### src/rtl/aes_fault_gate.sv
module aes_fault_gate #(
  parameter int ADDR_W     = 64,
  parameter int CANON_MSB  = 47,
  parameter int OPND_BYTES = 16,
  parameter int REAL_W     = 16
) (
  input  logic [2:0]        cpu_mode,
  input  logic              cr0_em,
  input  logic              cr0_ts,
  input  logic              cr4_fxsr_en,
  input  logic              aes_present,
  input  logic              lock_pfx,
  input  logic              mem_op,
  input  logic [ADDR_W-1:0] eff_addr,
  input  logic              seg_is_stack,
  input  logic              seg_limit_fault,
  input  logic              page_fault,
  output logic              fault_valid,
  output logic [2:0]        fault_code
);
  localparam int ALIGN_W = $clog2(OPND_BYTES);
  localparam logic [ADDR_W:0] LAST_OFS = (ADDR_W+1)'(OPND_BYTES - 1);

  localparam logic [2:0] F_NONE = 3'd0;
  localparam logic [2:0] F_UD   = 3'd1;
  localparam logic [2:0] F_NM   = 3'd2;
  localparam logic [2:0] F_GP   = 3'd3;
  localparam logic [2:0] F_SS   = 3'd4;
  localparam logic [2:0] F_PF   = 3'd5;

  logic              is_real, is_v86, is_long, is_seg;
  logic              bad_opcode, misalign, real_oob, noncanon;
  logic [ADDR_W:0]   last_ext;
  logic [2:0]        seg_kind;

  function automatic logic canonical(input logic [ADDR_W-1:0] a);
    return (&a[ADDR_W-1:CANON_MSB]) || !(|a[ADDR_W-1:CANON_MSB]);
  endfunction

  assign is_real  = (cpu_mode == 3'd0);
  assign is_v86   = (cpu_mode == 3'd1);
  assign is_long  = (cpu_mode == 3'd4);
  assign is_seg   = !is_real && !is_v86 && !is_long;

  assign bad_opcode = cr0_em || !cr4_fxsr_en || !aes_present || lock_pfx;
  assign misalign   = |eff_addr[ALIGN_W-1:0];
  assign last_ext   = {1'b0, eff_addr} + LAST_OFS;
  assign real_oob   = |last_ext[ADDR_W:REAL_W];
  assign noncanon   = !canonical(eff_addr) || !canonical(last_ext[ADDR_W-1:0]);
  assign seg_kind   = seg_is_stack ? F_SS : F_GP;

  always_comb begin
    fault_code = F_NONE;
    if (bad_opcode)                           fault_code = F_UD;
    else if (cr0_ts)                          fault_code = F_NM;
    else if (mem_op) begin
      if (misalign)                           fault_code = F_GP;
      else if ((is_real || is_v86) && real_oob) fault_code = F_GP;
      else if (is_seg && seg_limit_fault)     fault_code = seg_kind;
      else if (is_long && noncanon)           fault_code = seg_kind;
      else if (!is_real && page_fault)        fault_code = F_PF;
    end
  end

  assign fault_valid = (fault_code != F_NONE);
endmodule


### config.mk
export PLATFORM = sky130hd
export DESIGN_NAME = aes_fault_gate
export DESIGN_NICKNAME = d
export VERILOG_FILES = /design/src/rtl/aes_fault_gate.sv
export SDC_FILE = /design/constraint.sdc
export NUM_CORES = 1
export LEC_CHECK = 0
export BUFFER_PORTS_ARGS = -buffer_cell sky130_fd_sc_hd__buf_4
export CORE_MARGIN = 2
export CORE_UTILIZATION = 40
export DETAILED_ROUTE_END_ITERATION = 10
export PLACE_DENSITY = 0.76
export SYNTH_ARGS = -nofsm -noshare
export SYNTH_HDL_FRONTEND = slang
export SYNTH_SLANG_ARGS = --single-unit
### constraint.sdc
create_clock -name vclk -period 3.8
set_input_delay 0.19 -clock vclk [all_inputs]
set_output_delay 0.19 -clock vclk [all_outputs]
set_load 0.02 [all_outputs]
# ---- After elaboration in Yosys (flattened, before gate mapping)
# Index checks and enable logic that the tools add are counted.
dict set report word_totals {
  register_bits 0
  output_inout_bits 4
  input_bits 76
  wordCells 42
}
dict set report classes {
  n_reduce_logical 30
  n_addsub 1
  eq_ne 2
  n_mux 9
}
# op n
set op_table {}
lappend op_table {{adder 64 x 4 -> 65 bit (second input constant)} 1}
lappend op_table {{OR reduction 49 bit} 1}
lappend op_table {{AND reduction 17 bit} 2}
lappend op_table {{OR reduction 17 bit} 2}
lappend op_table {{2-to-1 mux 3 bit} 9}
lappend op_table {{zero test 1 bit} 9}
lappend op_table {{logical OR 1 bit} 7}
lappend op_table {{logical AND 1 bit} 6}
lappend op_table {{OR reduction 4 bit} 1}
lappend op_table {{== test 3 x 1 -> 1 bit (second input constant)} 1}
lappend op_table {{== test 3 bit (second input constant)} 1}
lappend op_table {{zero test 3 bit} 1}
lappend op_table {{nonzero test 3 bit} 1}

# ---- Logic depth before layout (Yosys ltp)
# Gate-level depths: netlist (run 1).
dict set report logic_depth {
  depth_word 15
  depth_mapped 12
  ltp_nobuf 11
}

# ---- Least setup slack after synthesis (run 1)
# Ideal clock, no wire load.
dict set report synth_timing {
  path_type {in2out}
  from {input eff_addr[13]}
  to {output fault_valid}
  path_stages 11
  path_buffers 0
  required_time_ns 3.610
  path_slack_ns 0.537
  arrival_ns 3.073
  path_cell_list {nand3_2 -> or3_1 -> or4_4 -> nor3_1 -> mux2i_1 -> nand4_1 -> or3_1 -> a21boi_2 -> mux2i_1 -> a21oi_2 -> nand3b_1}
}
dict set report synth_via {
  elab_chain_cells 15
  word_cells_on_any_way 18
  cone_classes {add/sub: 1; mux: 7; reduce/logical: 10}
}
# element line_no
set synth_lines {}
lappend synth_lines {{start, declared} 14} ;# input logic [ADDR_W-1:0] eff_addr,
lappend synth_lines {{adder 64 x 4 -> 65 bit *} 47} ;# assign last_ext = {1'b0, eff_addr} + LAST_OFS;
lappend synth_lines {{OR reduction 17 bit} 37} ;# return (&a[ADDR_W-1:CANON_MSB]) || !(|a[ADDR_W-1:CANON_MSB]);
lappend synth_lines {{zero test 1 bit} 37}
lappend synth_lines {{logical OR 1 bit} 37}
lappend synth_lines {{zero test 1 bit} 49} ;# assign noncanon = !canonical(eff_addr) || !canonical(last_ext[ADDR_W-1:0]);
lappend synth_lines {{logical OR 1 bit} 49}
lappend synth_lines {{logical AND 1 bit} 60} ;# else if (is_long && noncanon) fault_code = seg_kind;
lappend synth_lines {{2-to-1 mux 3 bit} 60}
lappend synth_lines {{2-to-1 mux 3 bit} 59} ;# else if (is_seg && seg_limit_fault) fault_code = seg_kind;
lappend synth_lines {{2-to-1 mux 3 bit *} 58} ;# else if ((is_real || is_v86) && real_oob) fault_code = F_GP;
lappend synth_lines {{2-to-1 mux 3 bit *} 57} ;# if (misalign) fault_code = F_GP;
lappend synth_lines {{2-to-1 mux 3 bit *} 56} ;# else if (mem_op) begin
lappend synth_lines {{2-to-1 mux 3 bit *} 55} ;# else if (cr0_ts) fault_code = F_NM;
lappend synth_lines {{2-to-1 mux 3 bit *} 54} ;# if (bad_opcode) fault_code = F_UD;
lappend synth_lines {{net fault_code[2]} 19} ;# output logic [2:0] fault_code
lappend synth_lines {{nonzero test 3 bit *} 65} ;# assign fault_valid = (fault_code != F_NONE);
lappend synth_lines {{end, declared} 18} ;# output logic fault_valid,
# The timed path passes the listed nets; every way through them passes the cells marked *.

# ---- Worst setup path in the final report (run 1)
dict set report layout_timing {
  from {input eff_addr[7]}
  to {output fault_valid}
}
dict set report layout_via {
  elab_chain_cells 15
  word_cells_on_any_way 18
  cone_classes {add/sub: 1; mux: 7; reduce/logical: 10}
}
# element line_no
set layout_lines {}
lappend layout_lines {{adder 64 x 4 -> 65 bit *} 47}
lappend layout_lines {{OR reduction 17 bit} 37}
lappend layout_lines {{zero test 1 bit} 37}
lappend layout_lines {{logical OR 1 bit} 37}
lappend layout_lines {{zero test 1 bit} 49}
lappend layout_lines {{logical OR 1 bit} 49}
lappend layout_lines {{logical AND 1 bit} 60}
lappend layout_lines {{2-to-1 mux 3 bit} 60}
lappend layout_lines {{2-to-1 mux 3 bit} 59}
lappend layout_lines {{2-to-1 mux 3 bit *} 58}
lappend layout_lines {{2-to-1 mux 3 bit *} 57}
lappend layout_lines {{2-to-1 mux 3 bit *} 56}
lappend layout_lines {{2-to-1 mux 3 bit *} 55}
lappend layout_lines {{2-to-1 mux 3 bit *} 54}
lappend layout_lines {{nonzero test 3 bit *} 65}
# Every way passes the cells marked *; elsewhere a longest branch is shown, timed or not.

==> results.txt, run 1 <==
Across the run, the number of max-cap violations was 0. STA classifies the critical path startpoint as an input port. The mean routed wirelength per cell works out to 16.1 um.

The ratio of cells with drive above 1 in the final layout was 0.340. The post-route minimum period is 3.53 ns. Summing all flip-flop and latch instances after layout gives 0 sq um. The element type at the critical path end was an output pin. The final route contains 2,456 vias.

Counting every instance in the synthesized netlist gives 257. The number of remaining DRC errors is 0, and the net count after synthesis is 333. In this run the count of I/O pins placed on the die edge is 80. For the total power of the final layout, the log shows 175 uW. The standard cell core area came out at 0.00406 sq mm.

During synthesis, Yosys emitted a total of 0 warnings. The critical path is of the in -> out type. The number of antenna diodes in the final layout is 0.

The power per standard cell area came out at 72.6 mW/mm^2. For the count of hold buffers inserted by post-cts repair, the log shows 0. The first global-routing pass estimated 10.5 mm of wire.

Setup repair after global routing left no endpoint under its margin. In this run the static leakage power is 0.000843 uW. In this design, the stage delay of the slowest critical-path cell is 0.61 ns. The slowest stage of the critical path belongs to the cell sky130_fd_sc_hd__or4_4. Setup total negative slack on the finished layout was measured at 0 ns. The maximum operating frequency was 0.283 GHz.

For the worst setup path, the data required time is 3.61 ns. The number of nets still failing antenna checks after routing is 0, and the sequential cell count is 0. Worst slew margin relative to its limit: 0.607. The most common library cell in the layout ignoring fill and taps is sky130_fd_sc_hd__buf_4. The run finished with clean final reports.

The die covers 0.00481 sq mm. The ratio of routed vias to standard cells was 6.28; the largest net degree at the start of global routing was 12. The total congestion overflow was 0; the HPWL after detailed placement was 5.23 mm. Broken down by cell family, the worst path's largest delay share belongs to simple AND/OR/NAND/NOR gates. The sequential element share of the synthesized area was 0. For the overall fraction of global-route tracks in use, the log shows 0.251. For the worst setup path, the data arrival time is 3.34 ns. The layout has 0 clock buffers.

After routing the design area is 0.00242 sq mm. The tools report the starting utilization of the core area as 0.421. At the end of the flow, the number of nets in the layout was 419. For this block, the routed nets add up to 6.28 mm of wire. The synthesized netlist occupies a cell area of 0.00171 sq mm. After detailed placement, the total cell area comes to 0.00240 sq mm.

The tools report the count of endpoints failing hold in the final timing report as 0. The period utilization works out to 0.930. During placement, the flow inserted port buffers numbering 80. The synthesized netlist contains 59 unique library cells.

The y dimension of the die is 69.3 um. The average instance in the mapped netlist occupies 6.65 sq um. The path type of the worst min-delay path was in -> out.

IR analysis of the VDD net gives a maximum drop of 0.0368 mV. The floorplan step set the die width to 69.3 um. For the pin with the worst max-slew slack, the measured transition is 0.585 ns.

Compared with the post-synthesis result, the final layout area differs by 41.6%. The first detailed-routing pass took 5 iterations. The top cell types in the final layout, fill and taps aside, are 87 x sky130_fd_sc_hd__buf_4, 25 x sky130_fd_sc_hd__nand2_1, 23 x sky130_fd_sc_hd__nand3_1, 21 x sky130_fd_sc_hd__nor2_1, 21 x sky130_fd_sc_hd__nor3_1. Traced cell by cell, the critical path runs through buf_4 > nand4_1 > or3_4 > or4_4 > nor3_2 > mux2i_1 > nand4_1 > or3_1 > a21boi_2 > mux2i_1 > a21oi_2 > nand3b_1 > buf_4. The sum of buffers and inverters on the critical path works out to 2. The number of antenna violations at the first check in global routing is 0.

For this block, the initial DRC count from the detailed router was 148. The logs give 2,273 for the number of global-route vias before repair and 23 for the number of rows in the core area. In this run the worst path has a maximum fanout of 11.

The number of max-slew violations in the final report was 0. Setup violations remaining at the end of the flow were counted as 0. The final weighted congestion in routability-driven placement came out at 0.957.
[area by class of cell]
| class | instances | area (sq um) |
|---|---|---|
| Timing Repair Buffer | 87 | 653 |
| Inverter | 3 | 11.3 |
| Fill cell | 401 | 1640 |
| Multi-Input combinational cell | 251 | 1690 |
| Tap cell | 50 | 62.6 |
[cell families (layout without fill, tap and decap cells)]
family                 after synthesis  in the layout  share of synthesized area
buffers and inverters                6             90                     0.0183
XOR/XNOR                            22             22                      0.113
multiplexers                         5              5                     0.0293
AO/OA/AOI/OAI                       51             51                      0.214
AND/OR/NAND/NOR                    173            173                      0.626
[metrics by stage]
step                setup slack (ns)  cells  hold slack (ns)  utilization
finish                         0.267    391            0.721        0.596
detailed placement             0.136    390            0.716        0.591
global route                  0.0427    391            0.742        0.596
global placement               0.183    390            0.710        0.591
floorplan                      0.537    257            0.593            -
CTS                            0.120    390            0.723        0.591
[timing repair]
item	4_1_cts	5_1_grt
resized for setup	0	3
endpoints found under the setup margin	0	1
buffers inserted	0	1
[path summary, 6_finish.rpt]
check	startpoint	end	slack, ns	depth (start not counted)
max	eff_addr[7]	fault_valid	0.27	13
min	cr0_ts	fault_valid	0.72	4
[where the power goes]
group | switching (uW) | internal (uW) | leakage (uW)
clock network | 0 | 0 | 0
logic | 88.0 | 87.5 | 0.000843
registers | 0 | 0 | 0
[Yosys cell counts, types with 5 or more instances]
cell | number | share of area
sky130_fd_sc_hd__and3_1 | 8 | 0.029
sky130_fd_sc_hd__nand4_1 | 18 | 0.066
sky130_fd_sc_hd__a21oi_1 | 9 | 0.026
sky130_fd_sc_hd__a31oi_1 | 8 | 0.029
sky130_fd_sc_hd__nor2_1 | 21 | 0.046
sky130_fd_sc_hd__or4_1 | 5 | 0.022
sky130_fd_sc_hd__nand2_1 | 25 | 0.055
sky130_fd_sc_hd__mux2i_1 | 5 | 0.029
sky130_fd_sc_hd__nor4_1 | 10 | 0.037
sky130_fd_sc_hd__nor3_1 | 22 | 0.064
sky130_fd_sc_hd__xor2_1 | 11 | 0.056
sky130_fd_sc_hd__nand3_1 | 23 | 0.067
sky130_fd_sc_hd__xnor2_1 | 11 | 0.056
[layer usage]
metal	vias up	routed length, um	track usage
li1	1219	-	-
met1	1099	2930	0.380
met2	134	2760	0.397
met3	4	560	0.0262
met4	0	30	0.0174
met5	-	0	0
Note: power is estimated with default switching activity, not from simulation.
==> run 2, diff against run 1 <==
PLACE_DENSITY = 0.74   (was 0.76)
==> run 2 against run 1 <==
Effect of this change: worst hold slack worse by 0.0086 ns; maximum frequency down 1.2%; cell area decreased by 0.16%; wire length up 3.2%; critical endpoint unchanged; largest cell class unchanged.
==> results.txt, run 2 (synthesis gave the netlist of run 1 again) <==
The flow ran to the end, and the final reports show no timing, DRC or antenna violations. The logs give 0.280 GHz (-1.2%) for the maximum operating frequency and 0 (unchanged) for the count of hold buffers inserted by post-cts repair. Sequential cell area in the final layout: 0 sq um (unchanged). The worst hold path cell count is 4 (unchanged). HPWL after detailed placement: 5.40 mm (+3.2%). The number of optimization iterations in the first detailed-route pass was 5 (unchanged); the sequential cell count was 0 (unchanged). Die span in x: 69.3 um (unchanged).

The run gives 0.00481 sq mm (unchanged) as the area of the die. The run gives 0.949 (-0.88%) as the final weighted congestion in routability-driven placement. The y dimension of the die is 69.3 um (unchanged), and the total congestion overflow is 0 (unchanged). The library cells used most frequently in the layout, excluding fill and tap cells, are 87 x sky130_fd_sc_hd__buf_4, 25 x sky130_fd_sc_hd__nand2_1, 23 x sky130_fd_sc_hd__nand3_1, 21 x sky130_fd_sc_hd__nor2_1, 21 x sky130_fd_sc_hd__nor3_1. Power per standard cell area: 73.0 mW/mm^2 (+0.56%). For hold timing, the worst endpoint is fault_valid.

The run gives 0.00169 sq mm (-0.22%) as the total area of multi-input combinational cells. The logs give 0.00406 sq mm (unchanged) for the standard cell core area and 0 (unchanged) for the number of max-slew violations in the final report. Among all stages on the critical path, the largest delay is contributed by sky130_fd_sc_hd__or4_1. The number of nets still failing antenna checks after routing was 0 (unchanged); the number of buffers inserted by port buffering was 80 (unchanged).

The number of rows in the core area came out at 23 (unchanged). The kind of cell adding the most delay to the critical path was simple AND/OR/NAND/NOR gates. The peak ir drop on the vdd network is 0.0407 mV (+11%). Leaving out fill and tap cells, the most frequent cell in the layout is sky130_fd_sc_hd__buf_4. Depth of the critical timing path with buffers and inverters included: 13 (unchanged).

The antenna diode count was 0 (unchanged); the non-filler instance count after layout was 391 (unchanged). The detailed router's first-iteration violation count came out at 168 (+14%). The ratio of routed vias to standard cells was 6.29 (+0.12%).

Number of remaining DRC errors: 0 (unchanged). Path type of the worst setup path: in -> out. The maximum cell stage delay along the critical path works out to 0.77 ns (+0.16 ns). The tools report the final count of negative-setup-slack endpoints as 0 (unchanged).

The number of max-cap violations was 0 (unchanged); the count of endpoints failing hold in the final timing report was 0 (unchanged). The starting utilization of the core area was 0.421 (unchanged). The ratio of cells with drive above 1 in the final layout is 0.337 (-0.00293). The startpoint identified for the worst hold timing path is cr0_ts.

The overall fraction of global-route tracks in use came out at 0.265 (+0.0135). The number of global-route vias before repair came out at 2,293 (+0.88%). The mean routed wirelength per cell is 16.6 um (+3.2%), and the required time of the critical path is 3.61 ns (about the same).

STA classifies the critical path endpoint as an output pin. The logs give 419 (unchanged) for the number of nets at the end of the flow and 3.39 ns (+0.05 ns) for the arrival time reported for the critical path endpoint. The worst slew margin relative to its limit was 0.632 (+0.0245). The hold slack is 0.713 ns (-0.00861 ns), and the setup TNS is 0 ns (unchanged). The routed via count is 2,459 (+0.12%), and the overall routed net length is 6.48 mm (+3.2%).

The number of antenna violations at the first check in global routing came out at 0 (unchanged). The number of clock buffer instances in the layout was 0 (unchanged); the largest net degree at the start of global routing was 12 (unchanged). Number of inserted filler cells in the final layout: 410 (+2.2%).

The period utilization is 0.941 (+0.0114). The path type of the worst min-delay path is in -> out. The static leakage was 0.000841 uW (-0.20%); the placed cell count was 390 (unchanged). Relative to the synthesized area, the layout overhead comes to 41.4%.

The wire length of the first global-routing pass was 10.9 mm (+3.6%); the post-route minimum period was 3.58 ns (+0.0434 ns). Worst-margin pin slew: 0.548 ns (-0.0364 ns). The total I/O pin count came out at 80 (unchanged).

The kind of launch point of the worst setup path is an input port. Setup repair after global routing left no endpoint under its margin. The maximum fanout count along the critical path is 8 (-3). The signal on the critical path passes through buf_4 > nand4_1 > or4_1 > nor4_4 > nand4_1 > a22o_1 > nor4b_1 > and4_1 > a41o_1 > o21ai_1 > a21oi_1 > nand3b_1 > buf_4. The sum of buffers and inverters on the critical path works out to 2 (unchanged).
[run 2: worst max path at each step]
stage / from / end / slack, ns
after floorplan: eff_addr[13] / fault_valid / 0.54
after global placement: eff_addr[7] / fault_valid / 0.18
after detailed placement: eff_addr[7] / fault_valid / 0.12
after CTS: eff_addr[7] / fault_valid / 0.11
after global routing: eff_addr[7] / fault_valid / 0.001
final: eff_addr[7] / fault_valid / 0.22
[run 2: layer usage]
| metal | GRT usage | part of all wire | routed length, um | up-vias |
|---|---|---|---|---|
| li1 | - | - | - | 1210 |
| met1 | 0.398 | 0.46 | 3000 | 1125 |
| met2 | 0.418 | 0.45 | 2920 | 116 |
| met3 | 0.0218 | 0.077 | 500 | 8 |
| met4 | 0.0349 | 0.0086 | 56 | 0 |
| met5 | 0 | 0 | 0 | - |
[run 2: final cells by class]
type / instances / share of cell area
Multi-Input combinational cell: 251 / 0.699
Tap cell: 50 / 0.0259
Inverter: 3 / 0.00466
Timing Repair Buffer: 87 / 0.270
[run 2: what timing repair did]
item                                    in CTS  in global routing
resized for setup                            0                  2
endpoints found under the setup margin       0                  2
buffers inserted                             0                  1
[run 2: through the flow]
step	util	setup WS [ns]	cell area (sq um)	total power, uW
after floorplan	-	0.537	1710	63.9
after global routing	0.595	0.00112	2410	192
final	0.595	0.224	2410	176
after global placement	0.591	0.177	2400	173
after detailed placement	0.591	0.123	2400	173
after CTS	0.591	0.114	2400	174
[run 2: report_power, final]
part           switching (uW)  internal [uW]
sequential                  0              0
combinational            88.7           87.5
clock                       0              0
total                    88.7           87.5
==> run 3, diff against run 2 <==
PLACE_DENSITY = 0.7   (was 0.74)
==> run 3 against run 2 <==
Effect of this change: worst setup slack improved by 0.0022 ns; power is 0.12% lower; first-iteration DRC count rose by 25%; via count fell by 0.57%; critical path depth is the same; flip-flop and latch count unchanged; global-route usage is 1.3 points lower; critical path type unchanged.
==> results.txt, run 3 (synthesis gave the netlist of run 1 again) <==
The library cell used most frequently in the layout, excluding fill and tap cells, is sky130_fd_sc_hd__buf_4. The number of rows in the core area is 23 (unchanged), and the sequential cell area in the final layout is 0 sq um (unchanged). STA classifies the critical path endpoint as an output pin. The ratio of cells with drive above 1 in the final layout works out to 0.335 (-0.00195). The starting utilization of the core area is 0.421 (unchanged), and the ratio of routed vias to standard cells is 6.27 (-0.31%). The number of max-slew violations in the final report came out at 0 (unchanged).

The worst hold path belongs to the class in -> out. The flow ran to the end, and the final reports show no timing, DRC or antenna violations. For the area of the die, the log shows 0.00481 sq mm (unchanged). The HPWL after detailed placement came out at 5.23 mm (-3.1%).

The overall fraction of global-route tracks in use is 0.252 (-0.0132). The worst-margin pin slew was 0.534 ns (-0.0140 ns); the worst slew margin relative to its limit was 0.641 (+0.00936). The total congestion overflow was 0 (unchanged). The peak ir drop on the vdd network is 0.0372 mV (-8.8%), and the setup TNS is 0 ns (unchanged). The total I/O pin count is 80 (unchanged), and the number of clock buffer instances in the layout is 0 (unchanged). For the wire length of the first global-routing pass, the log shows 10.5 mm (-3.7%). The run gives 390 (-0.26%) as the non-filler instance count after layout. In this design, the critical path's most frequently occurring cell is sky130_fd_sc_hd__buf_4.

Maximum fanout count along the critical path: 6 (-2). The worst setup path is launched from an input port. The number of buffers inserted by port buffering was 80 (unchanged); the mean routed wirelength per cell was 16.0 um (-3.4%). The number of nets still failing antenna checks after routing is 0 (unchanged), and the number of antenna violations at the first check in global routing is 0 (unchanged).

The tools report the number of optimization iterations in the first detailed-route pass as 4 (-1). Setup repair after global routing left no endpoint under its margin. For the antenna diode count, the log shows 0 (unchanged). Power per standard cell area: 73.1 mW/mm^2 (+0.20%). The final weighted congestion in routability-driven placement is 0.939 (-1.1%).

The largest net degree at the start of global routing is 9 (-3). The post-route minimum period is 3.57 ns (-0.00222 ns). The placed cell count was 389 (-0.26%); the count of endpoints failing hold in the final timing report was 0 (unchanged).

The number of global-route vias before repair is 2,283 (-0.44%), and the detailed router's first-iteration violation count is 210 (+25%). The path type of the worst setup path is in -> out. The tools report the overall routed net length as 6.24 mm (-3.7%). Master of the slowest instance on the critical path: sky130_fd_sc_hd__or4_1. The library cells used most frequently in the layout, excluding fill and tap cells, are 86 x sky130_fd_sc_hd__buf_4, 25 x sky130_fd_sc_hd__nand2_1, 23 x sky130_fd_sc_hd__nand3_1, 21 x sky130_fd_sc_hd__nor2_1, 21 x sky130_fd_sc_hd__nor3_1.

The tools report the standard cell core area as 0.00406 sq mm (unchanged). The startpoint identified for the worst hold timing path is cr0_ts. The run gives 0.280 GHz (about the same) as the maximum operating frequency.

The final count of negative-setup-slack endpoints was 0 (unchanged). The growth of design area from synthesis to finish is 41.0%, and the number of remaining DRC errors is 0 (unchanged). The critical path goes through buf_4 > nand4_2 > or4_1 > nor4_4 > nand4_1 > xor2_1 > nand4b_1 > or3_1 > a21boi_2 > mux2i_1 > a21oi_2 > nand3b_1 > buf_4.

The tools report the number of max-cap violations as 0 (unchanged). Sequential cell count: 0 (unchanged). The number of nets at the end of the flow is 418 (-0.24%), and the total placed instance area is 0.00239 sq mm (-0.31%). The most critical setup path has its startpoint at eff_addr[24]. The maximum cell stage delay along the critical path works out to 0.69 ns (-0.08 ns). The logs give 0.000836 uW (-0.67%) for the static leakage and 0.00241 sq mm (-0.31%) for the cell area after layout. For the routed via count, the log shows 2,445 (-0.57%). The period utilization was 0.940 (about the same); the die span in x was 69.3 um (unchanged). The tools report the arrival time reported for the critical path endpoint as 3.38 ns (about the same). For the required time of the critical path, the log shows 3.61 ns (about the same). The y dimension of the die came out at 69.3 um (unchanged).
-- run 3: changes by cell type in the layout (fill, tap and decap cells not counted), sizes merged --
cell / previous run / this run
buf: 87 / 86
-- run 3: per-stage QoR --
step                worst slack [ns]  power (uW)  hold WS, ns   util
floorplan                      0.537        63.9        0.593      -
global placement              0.0960         173        0.709  0.589
detailed placement             0.101         173        0.710  0.589
CTS                           0.0727         173        0.716  0.589
global route                  0.0230         192        0.743  0.593
finish                         0.226         176        0.715  0.593
-- run 3: report_power, final --
group / leakage [uW] / switching [uW] / internal, uW
combinational: 0.000836 / 89.1 / 86.9
sequential: 0 / 0 / 0
clock: 0 / 0 / 0
-- run 3: path summary, 6_finish.rpt --
check | end | slack (ns) | cells after the start
min | fault_valid | 0.71 | 4
max | fault_valid | 0.23 | 13
-- run 3: critical path: cells and delay by family --
kind | cells | cell delay [ns]
AO/OA/AOI/OAI | 2 | 0.31
multiplexers | 1 | 0.24
AND/OR/NAND/NOR | 7 | 2.13
XOR/XNOR | 1 | 0.23
buffers and inverters | 2 | 0.29
-- run 3: final cells by class --
cell class	count	area, sq um
fill	402	1650
tap	50	62.6
timing repair buffer	86	646
multi-input combinational	251	1690
inverter	3	11.3
-- run 3: metal layers --
layer  part of all wire  GRT usage  up-vias
met1               0.45      0.372     1105
met5                  0          0        -
met3              0.087     0.0160        8
li1                   -          -     1204
met4              0.013     0.0392        0
met2               0.45      0.406      128
-- run 3: repair_timing --
action | CTS | global route
endpoints found under the setup margin | 0 | 4
resized for setup | 0 | 2
setup buffers | 0 | 1
hold buffers | 0 | 0
